File: config.mk
export PLATFORM = sky130hd
export DESIGN_NAME = mw_eeprom_if
export DESIGN_NICKNAME = d
export VERILOG_FILES = /design/src/rtl/mw_pkg.sv /design/src/rtl/mw_rx_frame.sv /design/src/rtl/mw_word_store.sv /design/src/rtl/mw_tx_serial.sv /design/src/rtl/mw_cmd_slot.sv /design/src/rtl/mw_eeprom_if.sv
export SDC_FILE = /design/constraint.sdc
export NUM_CORES = 2
export LEC_CHECK = 0
export BUFFER_PORTS_ARGS = -buffer_cell sky130_fd_sc_hd__buf_2
export CAP_MARGIN = 25
export CORE_MARGIN = 10
export CORE_UTILIZATION = 55
export DETAILED_ROUTE_END_ITERATION = 10
export GPL_TIMING_DRIVEN = 0
export PLACE_DENSITY = 0.71
export REMOVE_ABC_BUFFERS = 1
export SYNTH_ARGS = -nofsm -noshare
export SYNTH_HDL_FRONTEND = slang
export SYNTH_HIERARCHICAL = 1
export SYNTH_SLANG_ARGS = --single-unit
File: constraint.sdc
create_clock -name clk -period 8.3 [get_ports clk]
set_input_delay 2.49 -clock clk [delete_from_list [all_inputs] [get_ports clk]]
set_output_delay 2.49 -clock clk [all_outputs]
set_load 0.05 [all_outputs]
File: src/rtl/mw_pkg.sv
package mw_pkg;

  typedef enum logic [2:0] {
    K_READ  = 3'd0,
    K_WRITE = 3'd1,
    K_WRALL = 3'd2,
    K_EN    = 3'd3,
    K_DIS   = 3'd4
  } cmd_kind_e;

  typedef enum logic [1:0] {
    RX_IDLE,
    RX_HDR,
    RX_DATA,
    RX_HOLD
  } rx_state_e;

  localparam logic [1:0] OP_READ  = 2'b10;
  localparam logic [1:0] OP_WRITE = 2'b01;
  localparam logic [1:0] OP_EXT   = 2'b00;

  localparam logic [1:0] EXT_WRALL = 2'b01;
  localparam logic [1:0] EXT_EN    = 2'b11;
  localparam logic [1:0] EXT_DIS   = 2'b00;

endpackage

File: src/rtl/mw_rx_frame.sv
module mw_rx_frame
  import mw_pkg::*;
#(
  parameter int ADDR_W = 6,
  parameter int WORD_W = 16
) (
  input  logic              clk,
  input  logic              rst_n,
  input  logic              cs,
  input  logic              rise,
  input  logic              di,
  output logic              ev_valid,
  output cmd_kind_e         ev_kind,
  output logic [ADDR_W-1:0] ev_addr,
  output logic [WORD_W-1:0] ev_data,
  output logic              rd_start,
  output logic              wr_word,
  output logic              wr_all,
  output logic              set_en,
  output logic              clr_en
);

  localparam int HDR_W = 2 + ADDR_W;
  localparam int MAXB  = (HDR_W > WORD_W) ? HDR_W : WORD_W;
  localparam int CNT_W = $clog2(MAXB);

  rx_state_e         st;
  logic [CNT_W-1:0]  cnt;
  logic [HDR_W-2:0]  hdr;
  logic [WORD_W-2:0] dat;
  cmd_kind_e         kind_q;
  logic [ADDR_W-1:0] addr_q;

  logic [HDR_W-1:0]  hdr_full;
  logic [WORD_W-1:0] dat_full;
  logic [1:0]        op;
  logic [ADDR_W-1:0] addr_in;
  logic [1:0]        ext_sel;
  logic              hdr_last;
  logic              dat_last;

  always_comb begin
    hdr_full = {hdr, di};
    dat_full = {dat, di};
    op       = hdr_full[HDR_W-1 -: 2];
    addr_in  = hdr_full[ADDR_W-1:0];
    ext_sel  = addr_in[ADDR_W-1 -: 2];
    hdr_last = (cnt == CNT_W'(HDR_W - 1));
    dat_last = (cnt == CNT_W'(WORD_W - 1));
  end

  always_ff @(posedge clk) begin
    if (!rst_n) begin
      st       <= RX_IDLE;
      cnt      <= '0;
      hdr      <= '0;
      dat      <= '0;
      kind_q   <= K_READ;
      addr_q   <= '0;
      ev_valid <= 1'b0;
      ev_kind  <= K_READ;
      ev_addr  <= '0;
      ev_data  <= '0;
      rd_start <= 1'b0;
      wr_word  <= 1'b0;
      wr_all   <= 1'b0;
      set_en   <= 1'b0;
      clr_en   <= 1'b0;
    end else begin
      ev_valid <= 1'b0;
      rd_start <= 1'b0;
      wr_word  <= 1'b0;
      wr_all   <= 1'b0;
      set_en   <= 1'b0;
      clr_en   <= 1'b0;
      if (!cs) begin
        st <= RX_IDLE;
      end else if (rise) begin
        unique case (st)
          RX_IDLE: begin
            if (di) begin
              st  <= RX_HDR;
              cnt <= '0;
            end
          end
          RX_HDR: begin
            hdr <= hdr_full[HDR_W-2:0];
            cnt <= cnt + 1'b1;
            if (hdr_last) begin
              cnt    <= '0;
              addr_q <= addr_in;
              st     <= RX_HOLD;
              unique case (op)
                OP_READ: begin
                  rd_start <= 1'b1;
                  ev_valid <= 1'b1;
                  ev_kind  <= K_READ;
                  ev_addr  <= addr_in;
                  ev_data  <= '0;
                end
                OP_WRITE: begin
                  st     <= RX_DATA;
                  kind_q <= K_WRITE;
                end
                OP_EXT: begin
                  unique case (ext_sel)
                    EXT_WRALL: begin
                      st     <= RX_DATA;
                      kind_q <= K_WRALL;
                    end
                    EXT_EN: begin
                      set_en   <= 1'b1;
                      ev_valid <= 1'b1;
                      ev_kind  <= K_EN;
                      ev_addr  <= addr_in;
                      ev_data  <= '0;
                    end
                    EXT_DIS: begin
                      clr_en   <= 1'b1;
                      ev_valid <= 1'b1;
                      ev_kind  <= K_DIS;
                      ev_addr  <= addr_in;
                      ev_data  <= '0;
                    end
                    default: ;
                  endcase
                end
                default: ;
              endcase
            end
          end
          RX_DATA: begin
            dat <= dat_full[WORD_W-2:0];
            cnt <= cnt + 1'b1;
            if (dat_last) begin
              st       <= RX_HOLD;
              ev_valid <= 1'b1;
              ev_kind  <= kind_q;
              ev_addr  <= addr_q;
              ev_data  <= dat_full;
              wr_word  <= (kind_q == K_WRITE);
              wr_all   <= (kind_q == K_WRALL);
            end
          end
          default: ;
        endcase
      end
    end
  end

endmodule

File: src/rtl/mw_word_store.sv
module mw_word_store #(
  parameter int ADDR_W = 6,
  parameter int WORD_W = 16
) (
  input  logic              clk,
  input  logic              rst_n,
  input  logic              set_en,
  input  logic              clr_en,
  input  logic              wr_word,
  input  logic              wr_all,
  input  logic [ADDR_W-1:0] wr_addr,
  input  logic [WORD_W-1:0] wr_data,
  input  logic [ADDR_W-1:0] rd_addr,
  output logic [WORD_W-1:0] rd_data
);

  localparam int DEPTH = 1 << ADDR_W;

  logic [WORD_W-1:0] mem [DEPTH];
  logic              prog_en;

  always_ff @(posedge clk) begin
    if (!rst_n)      prog_en <= 1'b0;
    else if (set_en) prog_en <= 1'b1;
    else if (clr_en) prog_en <= 1'b0;
  end

  always_ff @(posedge clk) begin
    for (int i = 0; i < DEPTH; i++) begin
      if (!rst_n) begin
        mem[i] <= '0;
      end else if (prog_en && (wr_all || (wr_word && wr_addr == ADDR_W'(i)))) begin
        mem[i] <= wr_data;
      end
    end
  end

  assign rd_data = mem[rd_addr];

endmodule

File: src/rtl/mw_tx_serial.sv
module mw_tx_serial #(
  parameter int ADDR_W = 6,
  parameter int WORD_W = 16
) (
  input  logic              clk,
  input  logic              rst_n,
  input  logic              cs,
  input  logic              rise,
  input  logic              rd_start,
  input  logic [ADDR_W-1:0] start_addr,
  output logic [ADDR_W-1:0] rd_addr,
  input  logic [WORD_W-1:0] rd_word,
  output logic              do_o,
  output logic              do_oe
);

  localparam int BIT_W = $clog2(WORD_W);

  logic              active;
  logic [BIT_W-1:0]  bit_cnt;
  logic [WORD_W-1:0] sh;
  logic [ADDR_W-1:0] cur;
  logic [ADDR_W-1:0] nxt;
  logic              last_bit;

  assign nxt      = cur + 1'b1;
  assign rd_addr  = rd_start ? start_addr : nxt;
  assign last_bit = (bit_cnt == BIT_W'(WORD_W - 1));

  always_ff @(posedge clk) begin
    if (!rst_n || !cs) begin
      active  <= 1'b0;
      do_oe   <= 1'b0;
      do_o    <= 1'b0;
      bit_cnt <= '0;
      sh      <= '0;
      cur     <= '0;
    end else if (rd_start) begin
      active  <= 1'b1;
      do_oe   <= 1'b1;
      do_o    <= 1'b0;
      bit_cnt <= '0;
      sh      <= rd_word;
      cur     <= start_addr;
    end else if (active && rise) begin
      do_o <= sh[WORD_W-1];
      if (last_bit) begin
        bit_cnt <= '0;
        cur     <= nxt;
        sh      <= rd_word;
      end else begin
        bit_cnt <= bit_cnt + 1'b1;
        sh      <= {sh[WORD_W-2:0], 1'b0};
      end
    end
  end

endmodule

File: src/rtl/mw_cmd_slot.sv
module mw_cmd_slot
  import mw_pkg::*;
#(
  parameter int ADDR_W = 6,
  parameter int WORD_W = 16
) (
  input  logic              clk,
  input  logic              rst_n,
  input  logic              ev_valid,
  input  cmd_kind_e         ev_kind,
  input  logic [ADDR_W-1:0] ev_addr,
  input  logic [WORD_W-1:0] ev_data,
  input  logic              ready,
  output logic              valid,
  output cmd_kind_e         kind,
  output logic [ADDR_W-1:0] addr,
  output logic [WORD_W-1:0] data
);

  logic free;
  assign free = !valid || ready;

  always_ff @(posedge clk) begin
    if (!rst_n) begin
      valid <= 1'b0;
      kind  <= K_READ;
      addr  <= '0;
      data  <= '0;
    end else if (free) begin
      valid <= ev_valid;
      if (ev_valid) begin
        kind <= ev_kind;
        addr <= ev_addr;
        data <= ev_data;
      end
    end
  end

endmodule

File: src/rtl/mw_eeprom_if.sv
module mw_eeprom_if
  import mw_pkg::*;
#(
  parameter int ADDR_W = 6,
  parameter int WORD_W = 16
) (
  input  logic              clk,
  input  logic              rst_n,
  input  logic              cs,
  input  logic              sk,
  input  logic              di,
  output logic              do_o,
  output logic              do_oe,
  output logic              cmd_valid,
  input  logic              cmd_ready,
  output logic [2:0]        cmd_kind,
  output logic [ADDR_W-1:0] cmd_addr,
  output logic [WORD_W-1:0] cmd_data
);

  logic              sk_q;
  logic              rise;
  logic              ev_valid;
  cmd_kind_e         ev_kind;
  logic [ADDR_W-1:0] ev_addr;
  logic [WORD_W-1:0] ev_data;
  logic              rd_start;
  logic              wr_word;
  logic              wr_all;
  logic              set_en;
  logic              clr_en;
  logic [ADDR_W-1:0] rd_addr;
  logic [WORD_W-1:0] rd_word;
  cmd_kind_e         kind_o;

  always_ff @(posedge clk) begin
    if (!rst_n) sk_q <= 1'b0;
    else        sk_q <= sk;
  end

  assign rise = cs && sk && !sk_q;

  mw_rx_frame #(.ADDR_W(ADDR_W), .WORD_W(WORD_W)) u_rx (
    .clk(clk), .rst_n(rst_n), .cs(cs), .rise(rise), .di(di),
    .ev_valid(ev_valid), .ev_kind(ev_kind), .ev_addr(ev_addr),
    .ev_data(ev_data), .rd_start(rd_start), .wr_word(wr_word),
    .wr_all(wr_all), .set_en(set_en), .clr_en(clr_en)
  );

  mw_word_store #(.ADDR_W(ADDR_W), .WORD_W(WORD_W)) u_store (
    .clk(clk), .rst_n(rst_n), .set_en(set_en), .clr_en(clr_en),
    .wr_word(wr_word), .wr_all(wr_all), .wr_addr(ev_addr),
    .wr_data(ev_data), .rd_addr(rd_addr), .rd_data(rd_word)
  );

  mw_tx_serial #(.ADDR_W(ADDR_W), .WORD_W(WORD_W)) u_tx (
    .clk(clk), .rst_n(rst_n), .cs(cs), .rise(rise),
    .rd_start(rd_start), .start_addr(ev_addr), .rd_addr(rd_addr),
    .rd_word(rd_word), .do_o(do_o), .do_oe(do_oe)
  );

  mw_cmd_slot #(.ADDR_W(ADDR_W), .WORD_W(WORD_W)) u_slot (
    .clk(clk), .rst_n(rst_n), .ev_valid(ev_valid), .ev_kind(ev_kind),
    .ev_addr(ev_addr), .ev_data(ev_data), .ready(cmd_ready),
    .valid(cmd_valid), .kind(kind_o), .addr(cmd_addr), .data(cmd_data)
  );

  assign cmd_kind = kind_o;

endmodule

==> summary.txt <==
Power and ir drop
  – VDD IR max: roughly 0.19 mV
  – Power per Cell Area: ~200 nW/µm²
  – P_leak: roughly 20 nW

Setup path
  – Flop2flop setup slack: roughly 4 ns
  – FF-to-FF Start: u_rx/ev_addr[0]
  – CP top delay family: simple AND/OR/NAND/NOR gates
  – FF-to-FF End: u_tx/sh[0]
  – Critical-path cell list: buf_6 -> buf_16 -> nand2_4 -> nor2_1 -> and2_1
  – Crit-path max cell delay: ~1.1 ns
  – CP arrival: approximately 5.4 ns
  – Crit end category: flop
  – CP max stage cell: nor2_1
  – Crit Path Max Fanout: just under 80
  – CP Class: in -> reg
  – CP Launch Type: input port
  – Path depth of the worst reg2reg path: 13
  – WP data required: between 8 and 9 ns
  – WP buf/inv: 2

Clock network
  – Worst skew pair latency: 0.71 ns
  – Bufs on Longest Clock Path: 3
  – Worst-path clk slew: approximately 0.060 ns
  – CTS resizes: 0
  – Cts bufs inserted: 115
  – TritonCTS sink count: 1,147
  – Clock root buffer: clkbuf_16
  – CTS Hold Bufs: 0
  – Post-CTS setup buffers: 0
  – TritonCTS clock tree: yes
  – CTS H-tree lvls: 3

Drt
  – DR vias: ~31,000
  – Post-DRT Antenna Nets: 0
  – DR DRC count: 0
  – Initial DRC count: between 3,000 and 4,000
  – Drt via density: a little over 6
  – TritonRoute pass-1 iters: 6
  – Final WL: ~130,000 µm
  – Average wire per standard cell: about 26 µm

Placed design
  – Dpl hpwl: 85,000 µm
  – Number of buffers added on ports: 33
  – Dpl cells: 4,834
  – Gp weighted congestion: between 0.8 and 0.9
  – Area post-placement: approximately 55,000 µm²

Finish
  – Fillers: 6,872
  – Layout Utilization: 0.624
  – Fin cells: between 5,000 and 6,000
  – Ant diodes: 0
  – Area grow syn2layout: 12.4%
  – Final nets: roughly 3,700
  – Share of cells above drive strength 1: 0.192
  – Design Area, Final: slightly below 60,000 µm²

Floorplanning
  – Initial Util: 0.555
  – Die W: approximately 330 µm
  – Die H: about 330 µm
  – Area of the core: 95,000 µm²
  – Num rows: about 110
  – Die area: ~110,000 µm²
  – Top-level I/O count: 34

Run status
  – Status: complete, no violations

Synth
  – Mapped Area: about 53,000 µm²
  – Fraction of registers with async set/reset: 0
  – #FFs+latches synth: 1,147
  – Yosys cell types: between 70 and 80
  – Main flop type after synthesis: edfxtp_1
  – Mean Syn Cell Area: approximately 14 µm²
  – Ys Warns: 6
  – Seq/Total Area, Yosys: 0.630
  – Synth area leaders: edfxtp_1 (58%), and2_1 (12%), mux4_2 (10%)
  – Synth top area share: 0.584
  – Area leader, netlist: edfxtp_1
  – Post-synth EDFFs: a little over 1,000
  – Post-Synthesis Cells: around 3,700

Timing
  – Worst slew margin: 0.265
  – Fin. Hold Viols: 0
  – Worst clock skew: ~0.033 ns
  – RSZ-0062 raised after global routing: false
  – Fin. max-slew vios: 0
  – Fmax: 208 MHz
  – Final Critical Period: roughly 4.8 ns
  – # setup viols final: 0
  – Post-route clock period utilization: 0.580
  – Worst-Margin Slew: 1.10 ns

GRT
  – Total global routing overflow: 0
  – Total GRT Usage: 0.243
  – Vias in the first global route: just over 30,000
  – Antenna violations before repair: 0
  – First-pass GRT wire length: roughly 200,000 µm
  – Largest net degree at the start of global routing: between 80 and 90

Min path
  – Worst hold path class: reg -> reg
  – Hold path depth: 1
  – Endpoint, Worst Hold: u_store/prog_en
  – Hold_sp: u_rx/set_en

Flow run
  – Max-Cap Viols: 0
cell type report:
class	instances	area (µm²)	area share
sequential	1147	33300	0.561
tap	1265	1580	0.0267
inverter	13	51.3	0.000866
clock buffer	148	3050	0.0515
clock inverter	69	654	0.0110
multi-input combinational	2225	18100	0.305
timing repair buffer	194	2550	0.0431
synth_stat cells (all sizes together), types with 2 or more instances:
| library cell | n |
|---|---|
| nor2b | 17 |
| mux4 | 240 |
| nand2 | 173 |
| a31oi | 9 |
| nand3 | 33 |
| o221ai | 3 |
| xnor2 | 4 |
| ha | 9 |
| nand2b | 15 |
| or2 | 2 |
| a221oi | 14 |
| a221o | 2 |
| a21oi | 122 |
| nand3b | 3 |
| o211a | 3 |
| and3 | 14 |
| mux2 | 27 |
| nor3b | 3 |
| dfxtp | 123 |
| a311oi | 6 |
| buf | 143 |
| a211oi | 23 |
| nand4 | 6 |
| nor3 | 28 |
| edfxtp | 1024 |
| nor2 | 123 |
| nor4 | 5 |
| o22ai | 11 |
| and2 | 1031 |
| a22oi | 42 |
| o21ai | 94 |
| xor2 | 4 |
| clkbuf | 199 |
| and3b | 3 |
| or3 | 2 |
| mux2i | 123 |
| a21boi | 4 |
| inv | 12 |
| and4 | 6 |
| a211o | 9 |
| o21a | 3 |
worst register-to-register path, stage by stage, from the launching register on:
cell	delay (ns)
dfxtp_1	0.70
nand2b_1	0.22
a21boi_4	0.55
buf_16	0.25
buf_12	0.21
buf_12	0.22
buf_12	0.23
mux4_2	0.51
mux2i_1	0.20
nor2_1	0.09
a311oi_1	0.57
a211oi_1	0.20
nand3b_1	0.15
a21oi_1	0.09
power breakdown:
part | total (W) | internal, W | switching, W
clock network | 0.00511 | 0.00291 | 0.00220
logic | 0.000380 | 0.000156 | 0.000224
registers | 0.00658 | 0.00652 | 0.0000665
total | 0.0121 | 0.00958 | 0.00249
layout by cell type (no fill, tap or decap), types with 24 or more instances in the layout:
| cell | synthesis | final |
|---|---|---|
| a21oi_1 | 122 | 122 |
| a22oi_1 | 42 | 42 |
| and2_1 | 1031 | 1031 |
| buf_12 | 3 | 27 |
| buf_2 | 69 | 32 |
| buf_4 | 30 | 24 |
| buf_6 | 14 | 48 |
| buf_8 | 1 | 48 |
| clkbuf_1 | 190 | 29 |
| clkbuf_16 | 0 | 116 |
| clkinv_1 | 1 | 31 |
| dfxtp_1 | 123 | 106 |
| edfxtp_1 | 1024 | 1024 |
| mux2_2 | 26 | 25 |
| mux2i_1 | 123 | 123 |
| mux4_2 | 240 | 240 |
| nand2_1 | 173 | 172 |
| nand3_1 | 32 | 32 |
| nor2_1 | 121 | 120 |
| o21ai_0 | 94 | 29 |
| o21ai_2 | 0 | 64 |
state kept, by name (all words and copies together) (netlist names), 3 cells and up:
name          flops
u_tx/sh          16
u_slot/addr       6
u_rx/addr_q       6
u_rx/hdr          7
u_rx/ev_addr      6
u_rx/dat         15
u_tx/bit_cnt      4
u_slot/kind       3
u_rx/ev_data     16
u_store/mem    1024
u_tx/cur          6
u_rx/cnt          4
u_rx/ev_kind      3
u_slot/data      16
layer usage:
layer	wire length, µm	track usage	up-vias	share of wire
li1	-	-	13500	-
met1	53300	0.337	15700	0.40
met2	63400	0.385	1454	0.48
met3	10900	0.0375	233	0.082
met4	5230	0.0985	0	0.039
met5	0	0	-	0
cells by family after synthesis:
| group | synth area share |
|---|---|
| AND/OR/NAND/NOR | 0.161 |
| adder cells (fa/ha/maj) | 0.00214 |
| buffers and inverters | 0.0324 |
| flip-flops | 0.630 |
| XOR/XNOR | 0.00133 |
| AO/OA/AOI/OAI | 0.0406 |
| multiplexers | 0.132 |
per-stage QoR:
step	setup TNS, ns	power (W)	worst slack [ns]	hold WS [ns]
finish	0	0.0121	3.49	0.443
global route	0	0.0124	3.37	0.472
CTS	0	0.0121	3.39	0.449
detailed placement	0	0.00708	2.83	0.428
global placement	-1047.77	0.00703	-38.38	0.425
floorplan	-332.37	0.00689	-20.42	0.418
worst max path at each step:
stage	from	end	slack (ns)	cells after the start
3_3_place_gp	u_rx/rd_start	u_tx/sh[13]	-38.38	7
5_1_grt	rst_n	u_store/mem[49][13]	3.37	5
3_5_place_dp	rst_n	u_store/mem[7][10]	2.83	5
4_1_cts	u_rx/rd_start	u_tx/sh[0]	3.39	13
2_1_floorplan	u_rx/rd_start	u_tx/sh[15]	-20.42	8
6_report	rst_n	u_store/mem[37][6]	3.49	5
(Power assumes the default switching activity.)
